`config.mk`:
```
export PLATFORM = sky130hd
export DESIGN_NAME = hl_clamp_ctrl
export DESIGN_NICKNAME = d
export VERILOG_FILES = /design/src/rtl/hlc_pkg.sv /design/src/rtl/hlc_level_cap.sv /design/src/rtl/hlc_decide.sv /design/src/rtl/hlc_pulse_gen.sv /design/src/rtl/hl_clamp_ctrl.sv
export SDC_FILE = /design/constraint.sdc
export NUM_CORES = 1
export LEC_CHECK = 0
export BUFFER_PORTS_ARGS = -buffer_cell sky130_fd_sc_hd__buf_4
export CAP_MARGIN = 10
export CORE_ASPECT_RATIO = 0.75
export CORE_MARGIN = 4
export CORE_UTILIZATION = 45
export DETAILED_ROUTE_END_ITERATION = 7
export PLACE_DENSITY = 0.62
export SYNTH_ARGS = -nofsm -noshare
export SYNTH_HDL_FRONTEND = slang
export SYNTH_HIERARCHICAL = 1
export SYNTH_SLANG_ARGS = --single-unit
```
`constraint.sdc`:
```
create_clock -name clk -period 2.4 [get_ports clk]
set_input_delay 0 -clock clk [delete_from_list [all_inputs] [get_ports clk]]
set_output_delay 0 -clock clk [all_outputs]
set_load 0.05 [all_outputs]
```
`src/rtl/hlc_pkg.sv`:
```
package hlc_pkg;
  localparam int THR_W = 3;
  localparam int CUR_W = 2;

  typedef struct packed {
    logic [CUR_W-1:0] cur;
    logic [THR_W-1:0] thr;
  } clamp_cfg_t;
endpackage

```
`src/rtl/hlc_level_cap.sv`:
```
module hlc_level_cap #(
  parameter int DW  = 12,
  parameter int AVG = 0
) (
  input  logic          clk,
  input  logic          rst_ni,
  input  logic          win_i,
  input  logic [DW-1:0] pix_i,
  output logic [DW-1:0] lvl_o
);
  if (AVG == 0) begin : g_last
    logic [DW-1:0] lvl_q, lvl_d;
    always_comb lvl_d = win_i ? pix_i : lvl_q;
    always_ff @(posedge clk or negedge rst_ni)
      if (!rst_ni) lvl_q <= '0;
      else         lvl_q <= lvl_d;
    assign lvl_o = lvl_q;
  end else begin : g_avg
    logic [3:0][DW-1:0] hist_q, hist_d;
    logic [DW+1:0]      sum;
    always_comb begin
      hist_d = hist_q;
      if (win_i) hist_d = {hist_q[2:0], pix_i};
    end
    always_ff @(posedge clk or negedge rst_ni)
      if (!rst_ni) hist_q <= '0;
      else         hist_q <= hist_d;
    always_comb sum = (DW+2)'(hist_q[0]) + (DW+2)'(hist_q[1])
                    + (DW+2)'(hist_q[2]) + (DW+2)'(hist_q[3]);
    assign lvl_o = sum[DW+1:2];
  end


  lvl_hold_chk: assert property (@(posedge clk) disable iff (!rst_ni)
    !win_i |=> $stable(lvl_o));
endmodule

```
`src/rtl/hlc_decide.sv`:
```
module hlc_decide
  import hlc_pkg::*;
#(
  parameter int DW      = 12,
  parameter int STEP_SH = 7
) (
  input  logic          clk,
  input  logic          rst_ni,
  input  logic          bnd_i,
  input  logic          cfg_we_i,
  input  clamp_cfg_t    cfg_i,
  input  logic          ob_win_i,
  input  logic [DW-1:0] ob_lvl_i,
  input  logic [DW-1:0] dm_lvl_i,
  output logic          sel_o,
  output logic [2:0]    div_o
);
  localparam int SW = DW + 1;

  clamp_cfg_t    pend_q, pend_d, act_q, act_d;
  logic          obw_q, end_ob, hit;
  logic          sel_q, sel_d;
  logic [2:0]    div_q, div_d;
  logic [SW-1:0] ref_sum;

  assign end_ob  = obw_q & ~ob_win_i;
  assign ref_sum = SW'(dm_lvl_i) + (SW'(act_q.thr) << STEP_SH);
  assign hit     = (act_q.thr != '0) && (SW'(ob_lvl_i) > ref_sum);

  always_comb begin
    pend_d = cfg_we_i ? cfg_i : pend_q;
    act_d  = bnd_i ? pend_q : act_q;
    sel_d  = sel_q;
    div_d  = div_q;
    if (end_ob) begin
      sel_d = hit;
      div_d = hit ? 3'(act_q.cur) + 3'd2 : 3'd0;
    end
  end

  always_ff @(posedge clk or negedge rst_ni)
    if (!rst_ni) begin
      pend_q <= '0;
      act_q  <= '0;
      obw_q  <= 1'b0;
      sel_q  <= 1'b0;
      div_q  <= '0;
    end else begin
      pend_q <= pend_d;
      act_q  <= act_d;
      obw_q  <= ob_win_i;
      sel_q  <= sel_d;
      div_q  <= div_d;
    end

  assign sel_o = sel_q;
  assign div_o = div_q;


  thr_off_chk: assert property (@(posedge clk) disable iff (!rst_ni)
    (end_ob && act_q.thr == '0) |=> !sel_q);

  sel_hold_chk: assert property (@(posedge clk) disable iff (!rst_ni)
    !end_ob |=> ($stable(sel_q) && $stable(div_q)));

  div_range_chk: assert property (@(posedge clk) disable iff (!rst_ni)
    sel_q |-> (div_q >= 3'd2 && div_q <= 3'd5));

  cfg_hold_chk: assert property (@(posedge clk) disable iff (!rst_ni)
    !bnd_i |=> $stable(act_q));
endmodule

```
`src/rtl/hlc_pulse_gen.sv`:
```
module hlc_pulse_gen #(
  parameter int DLY_W = 8,
  parameter int PW    = 4
) (
  input  logic             clk,
  input  logic             rst_ni,
  input  logic             blank_i,
  input  logic             dly_we_i,
  input  logic [DLY_W-1:0] dly_i,
  output logic             bnd_o,
  output logic             pulse_o
);
  localparam int PH_W = DLY_W + 2;

  logic             blank_q, run_q, run_d;
  logic [PH_W-1:0]  ph_q, ph_d, p_end, p_last;
  logic [DLY_W-1:0] pend_q, pend_d, act_q, act_d;

  assign bnd_o  = blank_i & ~blank_q;
  assign p_end  = PH_W'(act_q) + PH_W'(PW);
  assign p_last = p_end - PH_W'(1);

  always_comb begin
    pend_d = dly_we_i ? dly_i : pend_q;
    act_d  = act_q;
    run_d  = run_q;
    ph_d   = ph_q;
    if (bnd_o) begin
      act_d = pend_q;
      run_d = 1'b1;
      ph_d  = '0;
    end else if (run_q) begin
      ph_d = ph_q + PH_W'(1);
      if (ph_q == p_last) run_d = 1'b0;
    end
  end

  always_ff @(posedge clk or negedge rst_ni)
    if (!rst_ni) begin
      blank_q <= 1'b0;
      run_q   <= 1'b0;
      ph_q    <= '0;
      pend_q  <= '0;
      act_q   <= '0;
    end else begin
      blank_q <= blank_i;
      run_q   <= run_d;
      ph_q    <= ph_d;
      pend_q  <= pend_d;
      act_q   <= act_d;
    end

  assign pulse_o = run_q && (ph_q >= PH_W'(act_q)) && (ph_q < p_end);


  pulse_start_chk: assert property (@(posedge clk) disable iff (!rst_ni)
    $rose(pulse_o) |-> (ph_q == PH_W'(act_q)));

  dly_hold_chk: assert property (@(posedge clk) disable iff (!rst_ni)
    !bnd_o |=> $stable(act_q));
endmodule

```
`src/rtl/hl_clamp_ctrl.sv`:
```
module hl_clamp_ctrl
  import hlc_pkg::*;
#(
  parameter int DW    = 12,
  parameter int DLY_W = 8,
  parameter int PW    = 4,
  parameter int AVG   = 0
) (
  input  logic             clk,
  input  logic             rst_n,
  input  logic             blank,
  input  logic             ob_win,
  input  logic             dm_win,
  input  logic [DW-1:0]    pix_data,
  input  logic             cfg_we,
  input  logic [4:0]       cfg_wdata,
  input  logic             dly_we,
  input  logic [DLY_W-1:0] dly_wdata,
  output logic             clamp_dmy,
  output logic [2:0]       fb_div,
  output logic             dmy_pulse
);
  logic [1:0]    rst_sync_q;
  logic          rst_i, bnd;
  logic [DW-1:0] ob_lvl, dm_lvl;
  clamp_cfg_t    cfg_w;

  always_ff @(posedge clk or negedge rst_n)
    if (!rst_n) rst_sync_q <= '0;
    else        rst_sync_q <= {rst_sync_q[0], 1'b1};
  assign rst_i = rst_sync_q[1];

  assign cfg_w = clamp_cfg_t'(cfg_wdata);

  hlc_level_cap #(.DW(DW), .AVG(AVG)) u_ob_cap (
    .clk(clk), .rst_ni(rst_i), .win_i(ob_win), .pix_i(pix_data), .lvl_o(ob_lvl));

  hlc_level_cap #(.DW(DW), .AVG(AVG)) u_dm_cap (
    .clk(clk), .rst_ni(rst_i), .win_i(dm_win), .pix_i(pix_data), .lvl_o(dm_lvl));

  hlc_pulse_gen #(.DLY_W(DLY_W), .PW(PW)) u_pulse (
    .clk(clk), .rst_ni(rst_i), .blank_i(blank), .dly_we_i(dly_we),
    .dly_i(dly_wdata), .bnd_o(bnd), .pulse_o(dmy_pulse));

  hlc_decide #(.DW(DW)) u_decide (
    .clk(clk), .rst_ni(rst_i), .bnd_i(bnd), .cfg_we_i(cfg_we), .cfg_i(cfg_w),
    .ob_win_i(ob_win), .ob_lvl_i(ob_lvl), .dm_lvl_i(dm_lvl),
    .sel_o(clamp_dmy), .div_o(fb_div));
endmodule

```
======== Word-level counts from Yosys, hierarchy flattened ========
Index checks and enable logic that the tools add are counted.
cells by class
  add/sub/neg operators ................... 5
  magnitude comparators ................... 3
  equality and inequality tests ........... 1
  muxes and demuxes ....................... 6
  bitwise operators ....................... 4
  reduce and logical (&&, ||, !) cells .... 5
operators with widths
  kind                     count
  $mux W10                 2
  $add A12 B10 Y13         1
  $gt A12 B13 Y1           1
  $add A10 B1 Y10 const B  1
  $eq A10 B10 Y1           1
  $ge A10 B8 Y1            1
  $lt A10 B10 Y1           1
  $sub A10 B1 Y10 const B  1
  $add A8 B3 Y9 const B    1
  $add A2 B2 Y3 const B    1
  $logic_and A1 B1 Y1      3
  $mux W1                  3
  $mux W3                  1
  $reduce_bool A3 Y1       1
  $and A1 B1 Y1            2
  $not A1 Y1               2
  $reduce_bool A2 Y1       1
word-level totals
  register bits after elaboration ......... 69
  bits of input ports ..................... 32
  output and inout port bits .............. 5
  word-level logic and storage cells ...... 39

======== Logic depth before layout (Yosys ltp) ========
  word-level depth ........................ 6
  mapped depth ............................ 11
  mapped depth without buffers ............ 11

======== Modules after synthesis ========
Netlist, hierarchy kept.
by module, submodules not included
  module         instances  cells each  area an instance (um^2)  seq. area each (um^2)
  hlc_pulse_gen  1          201         1,948.1                  700.7
  hlc_decide     1          101         1,052.3                  375.4
  hlc_level_cap  2          25          484.2                    300.3
  hl_clamp_ctrl  1          3           53.8                     50.0

======== Worst setup path after synthesis ========
No wires, ideal clock.
  path kind ............................... register -> register
  from .................................... register u_decide/act_q[0] in the netlist's numbering
  to ...................................... register u_decide.div_q[1], in the netlist u_decide/div_o[1]
  setup time .............................. 0.148 ns
  arrival time ............................ 2.223 ns
  required time ........................... 2.252 ns
  setup slack ............................. 0.029 ns
  stages on the path, launching flop included .. 12
  path buffers ............................ 0
  clock period less this slack ............ 2.371 ns
  path through ............................ dfrtp_1 ha_1 inv_1 fa_1 nor2b_1 o21ai_0 xor2_1 ha_1 and3_1 nand4_1 a41oi_1 a41oi_1
on the way
  cells in the longest elaborated chain, start to end .. 4
  elaborated cells on any way between the ends .. 5
  those cells by class .................... 1 x add/sub; 1 x order compare; 1 x mux; 2 x reduce/logical
ends and longest elaborated chain
  item                      line              text
  start: declaration        hlc_decide.sv:20  clamp_cfg_t pend_q, pend_d, act_q, act_d;
  start signal: assignment  hlc_decide.sv:50  act_q <= act_d;
  $add A12 B10 Y13          hlc_decide.sv:27  assign ref_sum = SW'(dm_lvl_i) + (SW'(act_q.thr) << STEP_SH);
  $gt A12 B13 Y1            hlc_decide.sv:28  assign hit = (act_q.thr != '0) && (SW'(ob_lvl_i) > ref_sum);
  $logic_and A1 B1 Y1 *     hlc_decide.sv:28
  $mux W3 *                 hlc_decide.sv:37  div_d = hit ? 3'(act_q.cur) + 3'd2 : 3'd0;
  end signal: assignment    hlc_decide.sv:53  div_q <= div_d;
  end: declaration          hlc_decide.sv:23  logic [2:0] div_q, div_d;
Mark *: on every way between the ends. The rest lies on a longest branch, timed or not.
A chain may end at the register's enable or synchronous reset.

======== Worst setup path in the final report ========
  from .................................... register u_decide/act_q[0] in the netlist's numbering
  to ...................................... register u_decide.div_q[2], in the netlist u_decide/div_o[2]
Same word-level chain as after synthesis.

==> results by group <==
Clocking
  • CTS tree: done
  • CTS Buf Count: 9
  • Clk slew on worst S/H paths: about 0.06 ns
  • H-tree levels: 3
  • Clock root buffer: clkbuf_16
  • CTS Buffer Depth: 2
  • Clk sinks: just under 70
  • Clock Latency Late Sink: ~0.33 ns

Finish
  • Commonest non-fill, non-tap cell in the layout: dfrtp_1
  • Share of cells above drive strength 1: a little under a third
  • Syn-to-layout area delta: 30.70%
  • Most frequent cells in the layout: dfrtp_1, buf_4, dlygate4sd3_1, ha_1, inv_1
  • Final #Nets: between 500 and 600
  • ANT cells: 0

Placed design
  • Hpwl dp: around 6.0 mm
  • I/O Buffers: 36
  • Gpl congestion: between 0.8 and 0.9
  • Worst slack, placed: -0.2131 ns

Yosys
  • Syn Nets: between 400 and 500
  • Syn. warnings: 6
  • Seq/Total Area, Yosys: 42.92%
  • Number of synthesized flops with an enable pin: 0
  • #FFs+latches synth: slightly below 70
  • Post-synth top flop: dfrtp_1
  • Yosys cell types: 56
  • Mean Syn Cell Area: about 11 µm²
  • Post-Synthesis Cells: around 360
  • Async S/R FF share, synth: 100.0%
  • Cell area after synthesis: roughly 4000 µm²

Critical path
  • CP peak stage delay: between 0.3 and 0.4 ns
  • CP endpoint kind: flop
  • CP Cell Sequence: ha_2 -> inv_2 -> fa_2 -> nor2b_1 -> o21ai_1 -> xor2_1 -> ha_1 -> and3_4 -> nand4_1 -> a41oi_2 -> a41oi_1
  • Worst path slowest cell: dfrtp_1
  • Worst Path Arrival: between 2 and 3 ns
  • Crit path max fanout: 4
  • Required time worst endpoint: between 2 and 3 ns
  • Crit Path Category: reg2reg
  • Startpoint Class: flop
  • R2R setup slack: -0.08 ns

STA
  • Final setup vio count: 4
  • Slew @ Worst Pin: 0.5974 ns
  • Final Hold Vio Count: 0
  • Setup Skew: between 0.007 and 0.008 ns
  • Crit path time final: about 2.5 ns
  • Slew Viols, Final: 0
  • Slew HR: about three fifths
  • Fmax: between 400 and 500 MHz
  • Worst setup margin: -0.07716 ns
  • Final worst path period share: 103.2%
  • RSZ-0062 raised after global routing: true
  • Sum Neg Setup Slack: -0.1847 ns

Routing
  • Wirelength per Cell: between 15 and 20 µm
  • Vias: between 2000 and 3000
  • Post-DRT Antenna Nets: 0
  • Drt first pass iters: 5
  • Via-per-instance ratio: roughly 5.2
  • Drt drc: 0
  • First DRT Iteration DRCs: 121
  • WL final: just under 9 mm

Power and ir drop
  • Flop pwr share: between 30% and 40%
  • Internal: ~0.0027 W
  • Pwr Density: about 760 nW/µm²
  • Clock network power share: between 30% and 40%
  • Worst IR Drop VDD: 0.0006225 V
  • Combinational share of power: ~30%
  • Switching portion of total power: ~31%
  • Leakage: between 2 and 2.5 nW
  • P_sw: between 0.001 and 0.0015 W

Floorplanning
  • Initial Utilization: ~47%
  • Die Area: around 11000 µm²
  • Die Span Y: between 80 and 90 µm
  • Core Footprint: ~8600 µm²
  • Die W: about 120 µm
  • I/O pins: 37
  • Row cnt: 29

Global routing
  • Vias in the first global route: 2940
  • First-pass GRT wire length: 14.54 mm
  • Initial antenna violation count: 0
  • Grt ovf: 0
  • Largest net degree at the start of global routing: 47
  • Gr usage total: 17.55%

Worst hold path
  • Worst Hold Class: in2reg

Outcome
  • Failing checks: negative setup slack
  • Outcome: finished with violations

Job
  • Max-cap violation count: 0
==> critical path: cells and delay by family (launching register included) <==
kind,cells,cell delay (ns)
adder cells (fa/ha/maj),3,0.84
AND/OR/NAND/NOR,3,0.51
AO/OA/AOI/OAI,3,0.42
flip-flops,1,0.36
XOR/XNOR,1,0.16
buffers and inverters,1,0.04
==> path summary, 6_finish.rpt <==
kind / from / endpoint / cells after the start
min in group asynchronous: rst_sync_q[1] / u_ob_cap/lvl_o[2] / 0
max in group asynchronous: rst_sync_q[1] / u_pulse/act_q[6] / 1
hold / removal: dly_we / u_pulse/pend_q[1] / 2
setup reg to reg: u_decide/act_q[0] / u_decide/div_o[2] / 11
hold reg to reg: rst_sync_q[1] / u_ob_cap/lvl_o[2] / 0
setup / recovery: u_decide/act_q[0] / u_decide/div_o[2] / 11
==> sequential cells by signal, summed over array words and instances, names as in the netlist <==
name	flops
u_dm_cap/lvl_o	12
u_ob_cap/lvl_o	12
u_pulse/ph_q	10
u_pulse/act_q	8
u_pulse/pend_q	8
u_decide/act_q	5
u_decide/pend_q	5
u_decide/div_o	3
rst_sync_q	2
u_decide/obw_q	1
u_decide/sel_o	1
u_pulse/blank_q	1
u_pulse/run_q	1
==> final cells by class <==
cell class	instances	area [µm²]
fill	681	3342
multi-input combinational	245	2216
sequential	69	1732
timing repair buffer	90	788.3
clock buffer	10	229.0
tap	108	135.1
inverter	25	93.84
clock inverter	6	63.81
==> timing repair <==
| action | CTS | global route |
|---|---|---|
| hold endpoints to repair | 41 | 0 |
| resized for setup | 17 | 10 |
| setup buffers | 1 | 7 |
| endpoints found under the setup margin | 5 | 5 |
| hold buffers | 37 | 0 |
| pin swaps | 9 | 9 |
==> layer usage <==
metal / wire, µm / part of all wire (%) / track usage, % / vias to the layer above
met5: 0 / 0 / 0 / -
met1: 4534 / 52 / 26.59 / 1390
met3: 334 / 3.9 / 4.899 / 6
met2: 3723 / 43 / 24.34 / 63
met4: 74 / 0.85 / 4.871 / 0
li1: - / - / - / 1434
==> per-stage QoR <==
| step | total power (W) | std cells | util (%) | instance area (µm²) | hold WS [ns] |
|---|---|---|---|---|---|
| final | 0.003990 | 553 | 61.14 | 5258 | 0.01567 |
| after global routing | 0.004233 | 553 | 61.14 | 5258 | 0.01108 |
| after CTS | 0.003960 | 546 | 59.92 | 5152 | 0.0009181 |
| after detailed placement | 0.002534 | 492 | 51.37 | 4418 | -0.2162 |
| after global placement | 0.002494 | 492 | 51.37 | 4418 | -0.2171 |
| after floorplan | 0.002229 | 355 | - | 4023 | -0.2956 |
==> Yosys cell counts (all sizes together) (2+ instances only) <==
cell type	number	area, µm²
xor2	12	105.1
or3	3	18.77
a2111oi	2	17.52
clkbuf	10	40.04
nand2	21	81.33
nand4	3	18.77
a21oi	13	65.06
a32oi	2	17.52
a21o	8	61.31
o2111ai	4	41.29
ha	33	412.9
and4	2	17.52
nor2	15	66.32
dfrtp	69	1727
inv	25	93.84
o31ai	2	15.01
a41oi	7	61.31
xnor2	18	176.4
buf	6	53.79
o21ai	16	80.08
mux2	40	525.5
nand3	7	35.03
a31oi	2	12.51
nand2b	2	12.51
nor3	6	30.03
and3	2	12.51
and2	4	26.28
nor2b	4	25.02
==> power groups by stage <==
stage | combinational [W] | clock (W) | sequential, W
4_1_cts | 0.00114 | 0.00133 | 0.00149
2_1_floorplan | 0.000739 | 0 | 0.00149
5_1_grt | 0.00133 | 0.00139 | 0.00152
3_5_place_dp | 0.00103 | 0 | 0.00150
6_report | 0.00120 | 0.00130 | 0.00149
3_3_place_gp | 0.000998 | 0 | 0.00150
==> cell families (layout without fill, tap and decap cells) <==
family	count (synthesis)	count (layout)	share of synthesized area, %
AO/OA/AOI/OAI	66	66	11.60
adder cells (fa/ha/maj)	34	34	10.76
multiplexers	41	41	13.31
XOR/XNOR	30	30	6.998
flip-flops	69	69	42.92
other	1	1	0.09322
buffers and inverters	41	131	4.665
AND/OR/NAND/NOR	73	73	9.643
Note: power is estimated with default switching activity, not from simulation.
